===== config.mk =====
export PLATFORM = sky130hd
export DESIGN_NAME = nib_cpu
export DESIGN_NICKNAME = d
export VERILOG_FILES = /design/src/rtl/nib_cpu_pkg.sv /design/src/rtl/nib_cpu_regfile.sv /design/src/rtl/nib_cpu_alu.sv /design/src/rtl/nib_cpu.sv
export SDC_FILE = /design/constraint.sdc
export NUM_CORES = 1
export LEC_CHECK = 0
export CELL_PAD_IN_SITES_DETAIL_PLACEMENT = 0
export CELL_PAD_IN_SITES_GLOBAL_PLACEMENT = 2
export CORE_ASPECT_RATIO = 1.25
export CORE_UTILIZATION = 50
export CTS_BUF_LIST = sky130_fd_sc_hd__clkbuf_2 sky130_fd_sc_hd__clkbuf_4 sky130_fd_sc_hd__clkbuf_8
export CTS_CLUSTER_DIAMETER = 120
export DETAILED_ROUTE_END_ITERATION = 7
export DONT_BUFFER_PORTS = 1
export HOLD_SLACK_MARGIN = 0.12
export PLACE_DENSITY = 0.86
export SYNTH_ARGS = -nofsm -noshare
export SYNTH_HDL_FRONTEND = slang
export SYNTH_HIERARCHICAL = 1
export SYNTH_SLANG_ARGS = --single-unit

===== constraint.sdc =====
create_clock -name clk -period 11.6 [get_ports clk]
set_input_delay 1.16 -clock clk [delete_from_list [all_inputs] [get_ports clk]]
set_output_delay 1.16 -clock clk [all_outputs]
set_load 0.02 [all_outputs]

===== src/rtl/nib_cpu_pkg.sv =====
package nib_cpu_pkg;

    localparam int DW      = 8;
    localparam int AW      = 8;
    localparam int NREG    = 16;
    localparam int RSEL_W  = $clog2(NREG);
    localparam int IW      = 2 * DW;

    typedef enum logic [3:0] {
        OP_NOP0 = 4'h0, OP_LDM  = 4'h1, OP_LDI  = 4'h2, OP_ST   = 4'h3,
        OP_MOV  = 4'h4, OP_ADD  = 4'h5, OP_FADD = 4'h6, OP_OR   = 4'h7,
        OP_AND  = 4'h8, OP_XOR  = 4'h9, OP_ROR  = 4'hA, OP_JZ   = 4'hB,
        OP_HLT  = 4'hC, OP_RSVD = 4'hD, OP_RSVE = 4'hE, OP_RSVF = 4'hF
    } opcode_e;

    typedef enum logic [2:0] {
        ST_F0, ST_F1, ST_F2, ST_EX, ST_LD, ST_HALT
    } state_e;

    typedef enum logic [2:0] {
        ALU_ADD, ALU_OR, ALU_AND, ALU_XOR, ALU_PASS, ALU_ROR
    } alu_e;

    typedef struct packed {
        opcode_e     op;
        logic [3:0]  fa;
        logic [3:0]  fb;
        logic [3:0]  fc;
    } instr_t;

    function automatic logic [DW-1:0] rotr(input logic [DW-1:0] v, input logic [3:0] n);
        logic [2*DW-1:0] d;
        d = {v, v} >> (int'(n) % DW);
        return d[DW-1:0];
    endfunction

    function automatic alu_e alu_for(input opcode_e op);
        case (op)
            OP_ADD:  return ALU_ADD;
            OP_OR:   return ALU_OR;
            OP_AND:  return ALU_AND;
            OP_XOR:  return ALU_XOR;
            OP_ROR:  return ALU_ROR;
            default: return ALU_PASS;
        endcase
    endfunction

endpackage


===== src/rtl/nib_cpu_regfile.sv =====
module nib_cpu_regfile #(
    parameter int DW   = 8,
    parameter int NREG = 16,
    localparam int SW  = $clog2(NREG)
) (
    input  logic          clk,
    input  logic          rst,
    input  logic [SW-1:0] ra,
    input  logic [SW-1:0] rb,
    input  logic [SW-1:0] wa,
    input  logic          we,
    input  logic [DW-1:0] wd,
    output logic [DW-1:0] qa,
    output logic [DW-1:0] qb
);

    logic [DW-1:0] regs [NREG];

    always_ff @(posedge clk) begin
        if (rst) begin
            for (int i = 0; i < NREG; i++) regs[i] <= '0;
        end else if (we) begin
            regs[wa] <= wd;
        end
    end

    assign qa = regs[ra];
    assign qb = regs[rb];

endmodule


===== src/rtl/nib_cpu_alu.sv =====
module nib_cpu_alu
    import nib_cpu_pkg::*;
#(
    parameter int W = 8
) (
    input  alu_e         op,
    input  logic [W-1:0] a,
    input  logic [W-1:0] b,
    input  logic [3:0]   cnt,
    output logic [W-1:0] y
);

    always_comb begin
        case (op)
            ALU_ADD: y = W'(a + b);
            ALU_OR:  y = a | b;
            ALU_AND: y = a & b;
            ALU_XOR: y = a ^ b;
            ALU_ROR: y = rotr(a, cnt);
            default: y = a;
        endcase
    end

    // a rotation keeps the number of set bits
    always_comb begin
        if (op == ALU_ROR)
            a_r8_rot_keeps_ones: assert ($countones(y) == $countones(a));
    end

endmodule


===== src/rtl/nib_cpu.sv =====
module nib_cpu
    import nib_cpu_pkg::*;
(
    input  logic          clk,
    input  logic          rst,
    output logic [AW-1:0] mem_addr,
    output logic [DW-1:0] mem_wdata,
    input  logic [DW-1:0] mem_rdata,
    output logic          mem_rd,
    output logic          mem_wr,
    output logic          halted
);

    state_e          state_q;
    logic [AW-1:0]   pc_q;
    logic [IW-1:0]   ir_q;
    instr_t          ins;
    logic [DW-1:0]   imm;

    logic [RSEL_W-1:0] ra_sel, rb_sel, wa_sel;
    logic              rf_we;
    logic [DW-1:0]     rf_wd, qa, qb, alu_y;
    alu_e              alu_op;

    assign ins = instr_t'(ir_q);
    assign imm = {ins.fb, ins.fc};

    nib_cpu_regfile #(.DW(DW), .NREG(NREG)) u_rf (
        .clk(clk), .rst(rst),
        .ra(ra_sel), .rb(rb_sel), .wa(wa_sel),
        .we(rf_we), .wd(rf_wd), .qa(qa), .qb(qb)
    );

    nib_cpu_alu #(.W(DW)) u_alu (
        .op(alu_op), .a(qa), .b(qb), .cnt(ins.fc), .y(alu_y)
    );

    // operand routing and register write-back
    always_comb begin
        ra_sel = ins.fb;
        rb_sel = ins.fc;
        wa_sel = ins.fa;
        rf_we  = 1'b0;
        rf_wd  = alu_y;
        alu_op = alu_for(ins.op);
        if (state_q == ST_LD) begin
            rf_we = 1'b1;
            rf_wd = mem_rdata;
        end else if (state_q == ST_EX) begin
            case (ins.op)
                OP_LDI: begin
                    rf_we = 1'b1;
                    rf_wd = imm;
                end
                OP_MOV: begin
                    wa_sel = ins.fc;
                    rf_we  = 1'b1;
                end
                OP_ADD, OP_OR, OP_AND, OP_XOR: rf_we = 1'b1;
                OP_ROR: begin
                    ra_sel = ins.fa;
                    rf_we  = 1'b1;
                end
                OP_ST, OP_JZ: ra_sel = ins.fa;
                default: ;
            endcase
        end
    end

    // memory port
    always_comb begin
        mem_addr  = pc_q;
        mem_wdata = '0;
        mem_rd    = 1'b0;
        mem_wr    = 1'b0;
        case (state_q)
            ST_F0: mem_rd = 1'b1;
            ST_F1: begin
                mem_rd   = 1'b1;
                mem_addr = AW'(pc_q + 1'b1);
            end
            ST_EX: begin
                if (ins.op == OP_LDM) begin
                    mem_rd   = 1'b1;
                    mem_addr = imm;
                end else if (ins.op == OP_ST) begin
                    mem_wr    = 1'b1;
                    mem_addr  = imm;
                    mem_wdata = qa;
                end
            end
            default: ;
        endcase
    end

    // sequencer
    always_ff @(posedge clk) begin
        if (rst) begin
            state_q <= ST_F0;
            pc_q    <= '0;
            ir_q    <= '0;
        end else begin
            case (state_q)
                ST_F0: state_q <= ST_F1;
                ST_F1: begin
                    ir_q[IW-1:DW] <= mem_rdata;
                    state_q       <= ST_F2;
                end
                ST_F2: begin
                    ir_q[DW-1:0] <= mem_rdata;
                    pc_q         <= AW'(pc_q + 2'd2);
                    state_q      <= ST_EX;
                end
                ST_EX: begin
                    case (ins.op)
                        OP_LDM: state_q <= ST_LD;
                        OP_HLT: state_q <= ST_HALT;
                        OP_JZ: begin
                            if (qa == '0) pc_q <= imm;
                            state_q <= ST_F0;
                        end
                        default: state_q <= ST_F0;
                    endcase
                end
                ST_LD:   state_q <= ST_F0;
                default: state_q <= ST_HALT;
            endcase
        end
    end

    assign halted = (state_q == ST_HALT);

    a_r1_boot_fetch: assert property (@(posedge clk) disable iff (rst)
        $fell(rst) |-> (mem_rd && !mem_wr && mem_addr == '0 && !halted));

    a_r2_fetch_pair: assert property (@(posedge clk) disable iff (rst)
        (state_q == ST_F1) |-> (mem_rd && mem_addr == AW'($past(mem_addr) + 1'b1)));

    a_r3_load_follows_read: assert property (@(posedge clk) disable iff (rst)
        (state_q == ST_LD) |-> $past(mem_rd));

    a_r10_halt_sticky: assert property (@(posedge clk) disable iff (rst)
        halted |=> halted);

    a_r10_halt_quiet: assert property (@(posedge clk) disable iff (rst)
        halted |-> (!mem_rd && !mem_wr));

    a_r12_rd_wr_excl: assert property (@(posedge clk) disable iff (rst)
        !(mem_rd && mem_wr));

endmodule


**Yosys cells after proc, flatten, opt, wreduce, memory -nomap -nowiden**

Memory sizes are Yosys's and may differ from the RTL's. A register that Yosys moved wholly into a read port is not among the register bits.
Cells that the tools add are included.

- Bits in registers: 27
- Memory bits (writable): 128
- Input port bits: 10
- Output and inout port bits: 19
- Word-level logic and storage cells: 83
- Memories: 1

Memories:

| name | depth | bits a word | rd ports | clocked after memory_dff | write ports | line | RTL |
|---|---|---|---|---|---|---|---|
| u_rf.regs | 16 | 8 | 2 | 1 | 16 | nib_cpu_regfile.sv:17 | `logic [DW-1:0] regs [NREG];` |

- $add $sub $neg: 3
- Eq/ne operators: 22
- Shift operators: 1
- Muxes and demuxes: 40
- Bitwise gates (word level): 3
- Reduce and logical (&&, ||, !) cells: 9

Operators with widths:

| cell | number |
|---|---|
| 8-bit two-way mux | 11 |
| 8-bit case mux with 5 select lines | 1 |
| 4-bit two-way mux | 9 |
| 8-bit case mux with 2 select lines | 2 |
| 3-bit case mux with 5 select lines | 2 |
| 4-bit equality test, second input constant | 5 |
| 16-bit by 3-bit right shift with 8-bit output | 1 |
| 1-bit two-way mux | 13 |
| 3-bit by 2-bit equality test with 1-bit output, second input constant | 4 |
| 4-bit by 3-bit equality test with 1-bit output, second input constant | 3 |
| 3-bit equality test, second input constant | 3 |
| 8-bit by 1-bit adder with 8-bit output, second input constant | 1 |
| 8-bit by 2-bit adder with 8-bit output, second input constant | 1 |
| 8-bit adder | 1 |
| 8-bit AND | 1 |
| 4-bit by 2-bit equality test with 1-bit output, second input constant | 2 |
| 8-bit logical NOT | 1 |
| 8-bit OR | 1 |
| 8-bit OR reduction | 1 |
| 8-bit bitwise XOR | 1 |
| 7-bit OR reduction | 1 |
| 3-bit by 1-bit equality test with 1-bit output, second input constant | 2 |
| 3-bit logical NOT | 2 |
| 3-bit case mux with 2 select lines | 1 |
| other kinds (7) | 8 |

**Longest topological paths before layout**

Gate-level depths: netlist of run 1.
An unclocked memory read counts as a cell.

- Depth in word-level cells: 12
- Depth in mapped cells: 21

**Modules after synthesis**

Netlist of run 1, hierarchy kept.

By module, submodules not included:

| module | times used | cells each | area each (um^2) | sequential area each (um^2) |
|---|---|---|---|---|
| nib_cpu_regfile | 1 | 445 | 6802.8 | 3843.7 |
| nib_cpu | 1 | 269 | 2117.0 | 540.5 |
| nib_cpu_alu | 1 | 151 | 1169.9 | 0.0 |

**Worst setup path after synthesis of run 1**

OpenSTA, ideal clock, no wires.

- Kind: reg2reg
- Start point: register ir_q[13], in the netlist ins[13]
- End point: memory u_rf.regs[4][6] (data pin)
- Setup time: 255 ps
- Arrival time: 4837 ps
- Data required time: 11345 ps
- Path slack: 6508 ps
- Cell stages (with the launch flop): 22
- Cells stage by stage: dfxtp_1 buf_2 and2b_1 nand2_1 nor2_1 mux2_2 buf_2 buf_2 mux4_2 a22oi_1 nand2_1 ha_1 fa_1 a211oi_1 o21bai_1 a21oi_1 mux2_2 o32a_1 mux2i_1 o21ai_0 clkbuf_1 and2_1

RTL lines:

| element | line | RTL |
|---|---|---|
| start: declaration | nib_cpu.sv:16 | `logic [IW-1:0] ir_q;` |
| start signal: indexed assignment | nib_cpu.sv:106 | `ir_q[IW-1:DW] <= mem_rdata;` |
| start signal: indexed assignment | nib_cpu.sv:110 | `ir_q[DW-1:0] <= mem_rdata;` |
| end: declaration | nib_cpu_regfile.sv:17 |  |

==> qor.csv, run 1 <==
stage,metric,value,unit
run_status,result of the run,"finished, final reports clean",
synth,cell count after synthesis,865,
synth,share of the synthesized area in the top cell type,0.381,
power_and_ir_drop,Gate power share,0.216,
placed_design,Placement Setup Slack,4.54,ns
clock_network,total of hold buffers inserted after clock tree synthesis,0,
finish,final standard cell utilization of the core,0.541,
synth,post-synthesis instance area,0.0101,mm²
power_and_ir_drop,clock network fraction of design power,0.304,
worst_setup_path,"critical path fanouts, max",32,
worst_setup_path,CP arrival,7.45,ns
worst_setup_path,Critical R2R Launch,state_q[1],
sta,Setup Total Neg Slack,0,ns
synth,primary flip-flop cell chosen by synthesis mapping,sky130_fd_sc_hd__edfxtp_1,
routing,routed via count divided by cell count,6.32,
routing,total wire length,25900,µm
synth,distinct cell type count after synthesis,71,
finish,final layout net count,865,
clock_network,maximum level of the CTS H-tree,4,
worst_setup_path,"Worst Path Class, Setup",reg2reg,
clock_network,Clock Root Buffer,sky130_fd_sc_hd__clkbuf_8,
finish,"Area growth, synth to finish",5.26,%
global_routing,antenna violations before repair,0,
clock_network,Clock Latency Late Sink,0.46,ns
floorplanning,Std-Cell Rows,57,
clock_network,post-cts resize count,0,
worst_setup_path,Worst Setup End Kind,flip-flop,
clock_network,clock tree sinks,155,
routing,number of design rule violations left after detail routing,0,
synth,share of the yosys chip area belonging to registers,0.435,
floorplanning,I/O pins,29,
finish,Ant. Diodes,0,
floorplanning,Die Area,0.0208,mm²
power_and_ir_drop,net switching fraction of the power,0.333,
global_routing,via count of the first global-routing pass,6869,
synth,Synth Area per Inst,11.7,µm²
sta,Worst Hold Margin,0.524,ns
finish,area used by multi-input combinational logic,0.00531,mm²
synth,list of most frequent post-synthesis cells,"142 x sky130_fd_sc_hd__and2_1, 128 x sky130_fd_sc_hd__edfxtp_1, 68 x sky130_fd_sc_hd__mux4_2, 50 x sky130_fd_sc_hd__nand2_1, 48 x sky130_fd_sc_hd__nor2_1",
power_and_ir_drop,worst vdd ir,0.0679,mV
job,Max Cap Violations,0,
sta,max-slew violation total from the final report,0,
sta,worst-case clock skew,0.0146,ns
floorplanning,Starting Density,0.514,
floorplanning,height of the chip,161,µm
global_routing,total global-route track usage,0.262,
routing,number of detailed-routing iterations run before antenna repair,5,
finish,number of standard cells in the final layout excluding fillers,1114,
sta,final setup fails,0,
global_routing,first-pass GRT wire length,39900,µm
synth,syn_nets,894,
min_path,Min-Delay Path Depth,2,
placed_design,placed wire-length estimate after detailed placement,18600,µm
synth,largest cells by area after synthesis,"sky130_fd_sc_hd__edfxtp_1 38%, sky130_fd_sc_hd__mux4_2 15%, sky130_fd_sc_hd__and2_1 8.8%",
finish,total non-filler cell area in the finished layout,0.0106,mm²
routing,Wirelength per Cell,23.2,µm
worst_setup_path,worst reg2reg path depth,18,
placed_design,standard cell area after detailed placement,0.0102,mm²
clock_network,CTS tree,yes,
power_and_ir_drop,overall power,1.34,mW
global_routing,remaining global-route overflow,0,
power_and_ir_drop,net load switching power,446,µW
floorplanning,Placeable Area,0.0196,mm²
finish,register area,0.00439,mm²
power_and_ir_drop,Internal Power,894,µW
synth,post-synthesis register bit count,155,
worst_setup_path,type of element launching the critical path,flip-flop,
worst_setup_path,standard cell with the maximum stage delay on the critical path,sky130_fd_sc_hd__dfxtp_1,
worst_setup_path,biggest cell delay along the critical path,0.96,ns
clock_network,clock input transition at the sequential cells of the worst setup and hold paths,0.09,ns
finish,share of layout cells above drive strength 1,0.191,
synth,"EDFF count, synth",128,
synth,post-synthesis cell type with the largest combined area,sky130_fd_sc_hd__edfxtp_1,
clock_network,count of buffers added by post-CTS timing repair for setup,0,
sta,minimum setup slack in the final design,4.47,ns
sta,final critical-path share of the clock period,0.615,
placed_design,Placer Congestion,0.941,
sta,hold violation count in the final report,0,
worst_setup_path,chain of cells forming the critical path,and3b_1 -> nand2_1 -> nor2_1 -> mux2_2 -> buf_4 -> mux4_2 -> a22oi_1 -> nand2_1 -> ha_1 -> fa_1 -> a211oi_1 -> nor2_1 -> nor3_1 -> o22ai_1 -> a21oi_1 -> mux2i_1 -> o21ai_1 -> and2_1,
sta,slew at the pin with the worst max-slew slack,1.29,ns
sta,RSZ-0062 raised after global routing,no,
worst_setup_path,flop2flop setup slack,4.47,ns
min_path,startpoint of the most critical hold path,ins[8],
finish,filler instances,1707,
power_and_ir_drop,relative contribution of sequential cells to total power,0.480,
sta,Final min period,7.13,ns
routing,Final ANT Viol Nets,0,
placed_design,number of instances in the placed design,1082,
routing,iteration-0 DRC count of the detailed router,656,
worst_setup_path,Critical Path RT,11.92,ns
synth,cell with the most instances after synthesis,sky130_fd_sc_hd__and2_1,
placed_design,Port-buffer cells,0,
worst_setup_path,launch point of the critical path,state_q[1],
min_path,hold crit path type,reg2reg,
sta,Achievable Freq,0.140,GHz
clock_network,CTS Buffer Depth,2,
worst_setup_path,Critical R2R Capture,u_rf/regs[11][4],
min_path,hold endpoint,ins[8],
synth,share of flip-flops with an asynchronous set or reset after synthesis,0,
synth,count of warnings emitted by yosys,6,
sta,headroom to the max-slew limit,0.134,
global_routing,pin count of the biggest net entering global routing,49,
power_and_ir_drop,static leakage,3.77,nW
floorplanning,width of the die,129,µm
routing,vias,7042,
power_and_ir_drop,total power density per cell area,126,mW/mm²
clock_network,total CTS buffers,17,
power groups by stage:
stage | Sequential, mW | Clock (mW) | Combinational (mW)
CTS | 0.643 | 0.415 | 0.287
detailed placement | 0.655 | 0 | 0.287
finish | 0.643 | 0.407 | 0.289
global route | 0.646 | 0.437 | 0.312
global placement | 0.653 | 0 | 0.281
floorplan | 0.642 | 0 | 0.215
cell families after synthesis:
kind of cell / count (synthesis) / synth area share
DFF: 155 / 0.435
muxes: 107 / 0.201
xor gates and xnor gates: 6 / 0.00521
and+or+nand+nor: 331 / 0.191
adders and majority gates: 19 / 0.0243
AOI/OAI and AO/OA: 160 / 0.103
buffers and inverters: 87 / 0.0403
registers in the layout, summed over array words and instances, names as in the netlist:
name       cells
u_rf/regs    128
ins           16
pc_q           8
state_q        3
layout by cell type, fill, tap and decap left out, drive strengths merged, types with 2 or more instances in the layout:
master / count
xor2: 4
a22oi: 33
a31oi: 9
mux4: 74
o31ai: 2
a21oi: 42
nand2: 51
nand4b: 2
xnor2: 2
nand3: 9
o22ai: 7
a21o: 3
ha: 18
nor3b: 6
o21ai: 35
or2: 16
nand3b: 4
buf: 12
clkinv: 7
and2: 142
and4b: 2
nand4bb: 3
nor4: 4
dfxtp: 27
nor3: 16
and3: 4
a211o: 2
clkbuf: 17
inv: 35
nor2: 51
a211oi: 6
and3b: 2
o21bai: 4
and4: 2
edfxtp: 128
nor2b: 7
mux2i: 23
o221ai: 4
nand2b: 6
mux2: 10
layer usage:
| metal | track usage | part of all wire | up-vias |
|---|---|---|---|
| met1 | 0.325 | 0.40 | 3514 |
| met3 | 0.0466 | 0.056 | 47 |
| met2 | 0.450 | 0.51 | 277 |
| met4 | 0.103 | 0.034 | 0 |
| li1 | - | - | 3204 |
| met5 | 0 | 0 | - |
worst max-delay path, delay by kind of cell, from the launching register on:
family / cells / cell delay, ns
simple gates: 7 / 1.97
compound gates: 5 / 1.83
flops: 1 / 0.96
mux: 3 / 0.91
fa+ha+maj: 2 / 0.78
buf+inv: 1 / 0.52
layout make-up:
cell class	count	share of cell area
inverters	27	0.00954
multi-input cells	623	0.500
clock inverters	15	0.0160
repair buffers	12	0.00848
well taps	265	0.0312
flip-flops and latches	155	0.413
clock buffers	17	0.0220
worst max path at each step:
stage / end / cells after the start / slack [ns]
global route: u_rf/regs[8][4] / 18 / 3.96
finish: u_rf/regs[11][4] / 18 / 4.47
floorplan: u_rf/regs[4][6] / 21 / 6.51
global placement: u_rf/regs[7][4] / 18 / 4.74
CTS: u_rf/regs[9][4] / 18 / 4.47
detailed placement: u_rf/regs[9][4] / 18 / 4.54
(Power assumes the default switching activity.)
==> run 2: changes to the inputs <==
ABC_AREA = 1   (was not set)
CORE_UTILIZATION = 34   (was 50)
PLACE_DENSITY = 0.75   (was 0.86)
clock period = 6.4 ns   (was 11.6 ns; I/O delays follow)
==> qor.csv, run 2 <==
stage,metric,value,unit
finish,filler instances,3387,
clock_network,clock input transition at the sequential cells of the worst setup and hold paths,0.10,ns
synth,post-synthesis cell type with the largest combined area,sky130_fd_sc_hd__edfxtp_1,
power_and_ir_drop,Internal Power,1.67,mW
finish,"most common cell after layout, fill and taps aside",sky130_fd_sc_hd__nand2_1,
finish,final layout net count,1574,
placed_design,placed wire-length estimate after detailed placement,26400,µm
routing,Final ANT Viol Nets,0,
clock_network,Clock Latency Late Sink,0.48,ns
worst_setup_path,"critical path fanouts, max",20,
placed_design,number of instances in the placed design,1933,
finish,area used by multi-input combinational logic,0.00505,mm²
worst_setup_path,type of element launching the critical path,flip-flop,
routing,vias,10049,
sta,Final min period,5.52,ns
sta,max-slew violation total from the final report,0,
floorplanning,Std-Cell Rows,72,
sta,Achievable Freq,0.181,GHz
routing,Wirelength per Cell,19.6,µm
floorplanning,I/O pins,29,
synth,primary flip-flop cell chosen by synthesis mapping,sky130_fd_sc_hd__edfxtp_1,
global_routing,first-pass GRT wire length,59600,µm
synth,share of flip-flops with an asynchronous set or reset after synthesis,0,
finish,"commonest cells after routing, fill and taps aside","441 x sky130_fd_sc_hd__nand2_1, 286 x sky130_fd_sc_hd__nand3_1, 240 x sky130_fd_sc_hd__inv_1",
clock_network,post-cts resize count,0,
worst_setup_path,Worst Setup End Kind,flip-flop,
sta,final critical-path share of the clock period,0.863,
clock_network,clock tree sinks,155,
power_and_ir_drop,static leakage,5.24,nW
sta,slew at the pin with the worst max-slew slack,0.959,ns
synth,syn_nets,1611,
worst_setup_path,standard cell with the maximum stage delay on the critical path,sky130_fd_sc_hd__inv_1,
routing,total wire length,38500,µm
finish,register area,0.00439,mm²
worst_setup_path,flop2flop setup slack,0.88,ns
synth,list of most frequent post-synthesis cells,"441 x sky130_fd_sc_hd__nand2_1, 286 x sky130_fd_sc_hd__nand3_1, 241 x sky130_fd_sc_hd__inv_1, 203 x sky130_fd_sc_hd__nor2_1, 128 x sky130_fd_sc_hd__edfxtp_1",
global_routing,remaining global-route overflow,0,
job,Max Cap Violations,0,
sta,RSZ-0062 raised after global routing,no,
finish,Ant. Diodes,0,
worst_setup_path,CP arrival,5.73,ns
power_and_ir_drop,clock network fraction of design power,0.266,
clock_network,count of buffers added by post-CTS timing repair for setup,0,
synth,cell count after synthesis,1582,
sta,headroom to the max-slew limit,0.360,
sta,worst-case clock skew,0.0177,ns
worst_setup_path,"Worst Path Class, Setup",reg2reg,
global_routing,antenna violations before repair,0,
finish,"Area growth, synth to finish",6.31,%
global_routing,pin count of the biggest net entering global routing,65,
clock_network,total CTS buffers,17,
power_and_ir_drop,worst vdd ir,0.140,mV
synth,"EDFF count, synth",128,
synth,post-synthesis instance area,0.0107,mm²
power_and_ir_drop,net switching fraction of the power,0.400,
clock_network,total of hold buffers inserted after clock tree synthesis,0,
clock_network,CTS tree,yes,
synth,largest cells by area after synthesis,"sky130_fd_sc_hd__edfxtp_1 36%, sky130_fd_sc_hd__nand2_1 15%, sky130_fd_sc_hd__nand3_1 13%",
synth,share of the yosys chip area belonging to registers,0.410,
sta,final setup fails,0,
floorplanning,Die Area,0.0322,mm²
sta,hold violation count in the final report,0,
floorplanning,Placeable Area,0.0310,mm²
clock_network,Clock Root Buffer,sky130_fd_sc_hd__clkbuf_8,
synth,Synth Area per Inst,6.77,µm²
floorplanning,width of the die,161,µm
routing,number of detailed-routing iterations run before antenna repair,5,
routing,routed via count divided by cell count,5.11,
finish,max FFs per register,128,
sta,Setup Total Neg Slack,0,ns
finish,register with the most flip-flops,u_rf/regs,
clock_network,CTS Buffer Depth,2,
power_and_ir_drop,relative contribution of sequential cells to total power,0.414,
power_and_ir_drop,total power density per cell area,245,mW/mm²
placed_design,Placer Congestion,0.846,
run_status,result of the run,"finished, final reports clean",
placed_design,Port-buffer cells,0,
global_routing,via count of the first global-routing pass,9962,
power_and_ir_drop,net load switching power,1.12,mW
finish,share of layout cells above drive strength 1,0.0591,
global_routing,total global-route track usage,0.246,
min_path,hold crit path type,in2reg,
synth,cell with the most instances after synthesis,sky130_fd_sc_hd__nand2_1,
routing,iteration-0 DRC count of the detailed router,637,
synth,share of the synthesized area in the top cell type,0.359,
synth,distinct cell type count after synthesis,35,
worst_setup_path,Critical Path RT,6.61,ns
worst_setup_path,biggest cell delay along the critical path,0.69,ns
clock_network,maximum level of the CTS H-tree,4,
floorplanning,Starting Density,0.345,
worst_setup_path,cell mode on critical path,sky130_fd_sc_hd__nand2_1,
synth,count of warnings emitted by yosys,6,
power_and_ir_drop,Gate power share,0.320,
floorplanning,height of the chip,200,µm
routing,number of design rule violations left after detail routing,0,
finish,number of standard cells in the final layout excluding fillers,1965,
synth,post-synthesis register bit count,155,
-- run 2: cell count changes after synthesis, moves of 14 or more --
cell / delta
sky130_fd_sc_hd__a22oi_1: -32
sky130_fd_sc_hd__nand3_1: +278
sky130_fd_sc_hd__and2_1: -142
sky130_fd_sc_hd__or2_2: -15
sky130_fd_sc_hd__mux2i_1: -23
sky130_fd_sc_hd__o21ai_0: +27
sky130_fd_sc_hd__nand2_2: +19
sky130_fd_sc_hd__a21oi_1: -14
sky130_fd_sc_hd__buf_2: +19
sky130_fd_sc_hd__mux4_2: -68
sky130_fd_sc_hd__nor2_1: +155
sky130_fd_sc_hd__nand2_1: +391
sky130_fd_sc_hd__inv_1: +214
-- run 2: power by group through the flow --
stage          logic, mW  clock network [mW]  registers (mW)
3_3_place_gp       0.897                   0            1.18
3_5_place_dp       0.892                   0            1.18
5_1_grt            0.996               0.791            1.16
4_1_cts            0.894               0.758            1.16
2_1_floorplan      0.598                   0            1.17
6_report           0.893               0.743            1.16
-- run 2: cells by family after synthesis --
kind of cell | count (synthesis) | share of synthesized area
AND/OR/NAND/NOR | 980 | 0.394
buffers and inverters | 320 | 0.120
adder cells (fa/ha/maj) | 19 | 0.0229
XOR/XNOR | 1 | 0.000818
AO/OA/AOI/OAI | 107 | 0.0532
flip-flops | 155 | 0.410
-- run 2: path summary, 6_finish.rpt --
| check | start | endpoint | cells after the start |
|---|---|---|---|
| worst max-delay path | ins[13] | u_rf/regs[11][7] | 28 |
| worst min-delay path | rst | state_q[2] | 1 |
| worst max register to register | ins[13] | u_rf/regs[11][7] | 28 |
| worst min register to register | ins[9] | ins[9] | 2 |
-- run 2: through the flow --
step / utilization / hold slack, ns / power (mW) / cell area (µm²) / setup WS (ns)
3_5_place_dp: 0.355 / 0.502 / 2.07 / 11000 / 0.956
5_1_grt: 0.367 / 0.183 / 2.95 / 11400 / 0.382
4_1_cts: 0.367 / 0.181 / 2.81 / 11400 / 0.917
3_3_place_gp: 0.355 / 0.502 / 2.08 / 11000 / 0.967
2_1_floorplan: - / 0.449 / 1.77 / 10700 / 2.39
6_report: 0.367 / 0.206 / 2.79 / 11400 / 0.876
-- run 2: critical path: cells and delay by family, from the launching register on --
kind                     cells  cell delay [ns]
AO/OA/AOI/OAI                3             0.25
buffers and inverters        6             1.81
flip-flops                   1             0.43
AND/OR/NAND/NOR             18             2.32
adder cells (fa/ha/maj)      1             0.40
-- run 2: routing by layer --
metal,wire length [µm],vias to the layer above,GRT usage,share of wire
li1,-,4964,-,-
met1,16200,4749,0.305,0.42
met2,19000,279,0.424,0.49
met3,1930,57,0.0350,0.050
met4,1360,0,0.102,0.035
met5,0,-,0,0
-- run 2: area by class of cell --
class,instances,share of cell area
clock buffers,18,0.0218
clock inverters,14,0.0115
inverters,248,0.0818
multi-input cells,1107,0.444
flip-flops and latches,155,0.385
well taps,407,0.0447
repair buffers,16,0.0106
==> run 3: changes to the inputs <==
ABC_AREA = not set   (was 1)
CORE_UTILIZATION = 42   (was 34)
PLACE_DENSITY = 0.76   (was 0.75)
==> qor.csv, run 3 (same netlist as run 1, synthesis figures left out) <==
stage,metric,value,unit
sta,headroom to the max-slew limit,0.225,
power_and_ir_drop,net switching fraction of the power,0.313,
sta,Final min period,6.02,ns
worst_setup_path,biggest cell delay along the critical path,0.65,ns
routing,vias,7061,
power_and_ir_drop,total power density per cell area,229,mW/mm²
global_routing,antenna violations before repair,0,
clock_network,clock tree sinks,155,
clock_network,CTS tree,yes,
floorplanning,I/O pins,29,
floorplanning,Starting Density,0.427,
worst_setup_path,standard cell with the maximum stage delay on the critical path,sky130_fd_sc_hd__dfxtp_1,
sta,hold violation count in the final report,0,
routing,iteration-0 DRC count of the detailed router,493,
sta,max-slew violation total from the final report,0,
min_path,Min-Delay Path Depth,1,
worst_setup_path,type of element launching the critical path,flip-flop,
finish,max FFs per register,128,
finish,"Area growth, synth to finish",6.47,%
routing,number of design rule violations left after detail routing,0,
worst_setup_path,"Worst Path Class, Setup",reg2reg,
worst_setup_path,Critical R2R Capture,u_rf/regs[15][6],
sta,Achievable Freq,0.166,GHz
worst_setup_path,Critical Path RT,6.62,ns
finish,final layout net count,877,
worst_setup_path,Critical R2R Launch,state_q[0],
finish,share of layout cells above drive strength 1,0.199,
worst_setup_path,"critical path fanouts, max",16,
finish,"most common cell after layout, fill and taps aside",sky130_fd_sc_hd__and2_1,
global_routing,total global-route track usage,0.235,
finish,filler instances,2158,
min_path,hold crit path type,in2reg,
clock_network,maximum level of the CTS H-tree,4,
sta,worst-case clock skew,0.0185,ns
finish,area used by multi-input combinational logic,0.00531,mm²
power_and_ir_drop,static leakage,3.82,nW
clock_network,total CTS buffers,17,
worst_setup_path,Worst Setup End Kind,flip-flop,
power_and_ir_drop,worst vdd ir,0.104,mV
job,Max Cap Violations,0,
finish,final standard cell utilization of the core,0.454,
finish,register area,0.00439,mm²
power_and_ir_drop,Internal Power,1.69,mW
global_routing,pin count of the biggest net entering global routing,49,
worst_setup_path,CP arrival,6.23,ns
sta,final setup fails,0,
sta,Setup Total Neg Slack,0,ns
global_routing,first-pass GRT wire length,42800,µm
finish,number of standard cells in the final layout excluding fillers,1153,
finish,register with the most flip-flops,u_rf/regs,
routing,Wirelength per Cell,24.0,µm
routing,number of detailed-routing iterations run before antenna repair,7,
power_and_ir_drop,Gate power share,0.220,
floorplanning,width of the die,141,µm
global_routing,via count of the first global-routing pass,6999,
routing,Final ANT Viol Nets,0,
min_path,startpoint of the most critical hold path,rst,
routing,routed via count divided by cell count,6.12,
clock_network,Clock Root Buffer,sky130_fd_sc_hd__clkbuf_8,
floorplanning,Std-Cell Rows,63,
sta,RSZ-0062 raised after global routing,no,
power_and_ir_drop,overall power,2.46,mW
floorplanning,height of the chip,175,µm
routing,total wire length,27700,µm
global_routing,remaining global-route overflow,0,
power_and_ir_drop,relative contribution of sequential cells to total power,0.476,
worst_setup_path,flop2flop setup slack,0.38,ns
floorplanning,Placeable Area,0.0236,mm²
placed_design,standard cell area after detailed placement,0.0103,mm²
min_path,hold endpoint,ins[13],
worst_setup_path,chain of cells forming the critical path,and3b_1 -> nand2_1 -> nor2_1 -> mux2_4 -> buf_4 -> buf_4 -> mux4_2 -> a22oi_1 -> nand2_1 -> ha_1 -> a211oi_1 -> o21bai_1 -> a21oi_1 -> mux2_2 -> o32a_1 -> mux2i_1 -> o21ai_1 -> and2_1,
finish,total non-filler cell area in the finished layout,0.0107,mm²
finish,"commonest cells after routing, fill and taps aside","142 x sky130_fd_sc_hd__and2_1, 128 x sky130_fd_sc_hd__edfxtp_1, 68 x sky130_fd_sc_hd__mux4_2",
finish,Ant. Diodes,0,
placed_design,Placer Congestion,0.854,
floorplanning,Die Area,0.0247,mm²
placed_design,number of instances in the placed design,1114,
run_status,result of the run,"finished, final reports clean",
placed_design,Port-buffer cells,0,
sta,final critical-path share of the clock period,0.940,
clock_network,CTS Buffer Depth,2,
power_and_ir_drop,net load switching power,771,µW
clock_network,Clock Latency Late Sink,0.47,ns
placed_design,placed wire-length estimate after detailed placement,20000,µm
clock_network,clock input transition at the sequential cells of the worst setup and hold paths,0.10,ns
power_and_ir_drop,clock network fraction of design power,0.304,
sta,slew at the pin with the worst max-slew slack,1.15,ns
worst_setup_path,worst reg2reg path depth,18,
[run 3: timing repair]
item | 4_1_cts | 5_1_grt
gates resized for setup | 0 | 2
hold buffers | 0 | 0
setup endpoints to repair | 0 | 16
buffers inserted | 0 | 7
[run 3: how the worst max path moves through the flow]
stage	from	to	slack (ns)	cells past startpoint
after CTS	state_q[0]	u_rf/regs[11][6]	0.16	17
after floorplan	ins[13]	u_rf/regs[4][6]	1.31	21
after global routing	state_q[0]	u_rf/regs[11][6]	0.05	17
final	state_q[0]	u_rf/regs[15][6]	0.38	18
after detailed placement	state_q[0]	u_rf/regs[11][6]	0.20	17
after global placement	state_q[0]	u_rf/regs[13][6]	0.36	17
[run 3: per-stage QoR]
step	hold slack (ns)	setup WS, ns
2_1_floorplan	0.460	1.31
4_1_cts	0.203	0.156
3_3_place_gp	0.470	0.358
6_report	0.225	0.383
3_5_place_dp	0.484	0.197
5_1_grt	0.195	0.0452
[run 3: cell type report]
| type | instances | area share |
|---|---|---|
| clock buffers | 19 | 0.0232 |
| multi-input cells | 623 | 0.494 |
| well taps | 292 | 0.0340 |
| repair buffers | 24 | 0.0179 |
| clock inverters | 13 | 0.0132 |
| inverters | 27 | 0.00943 |
| flip-flops and latches | 155 | 0.408 |
[run 3: power by group through the flow]
stage / clock [mW] / sequential [mW] / combinational (mW)
2_1_floorplan: 0 / 1.16 / 0.390
3_3_place_gp: 0 / 1.19 / 0.525
3_5_place_dp: 0 / 1.19 / 0.534
4_1_cts: 0.765 / 1.17 / 0.535
5_1_grt: 0.806 / 1.18 / 0.587
6_report: 0.749 / 1.17 / 0.542
[run 3: metal layers]
layer / share of wire / track usage / wire (µm) / vias to the layer above
met5: 0 / 0 / 0 / -
met4: 0.033 / 0.0951 / 902 / 0
met3: 0.046 / 0.0371 / 1260 / 38
met2: 0.51 / 0.409 / 14100 / 235
met1: 0.41 / 0.292 / 11400 / 3557
li1: - / - / - / 3231
[run 3: critical path, delay by kind of cell, from the launching register on]
family                     cells  cell delay, ns
adders and majority gates      1            0.40
and+or+nand+nor                5            1.35
muxes                          4            1.41
DFF                            1            0.65
buffers and inverters          2            0.32
AOI/OAI and AO/OA              6            1.61
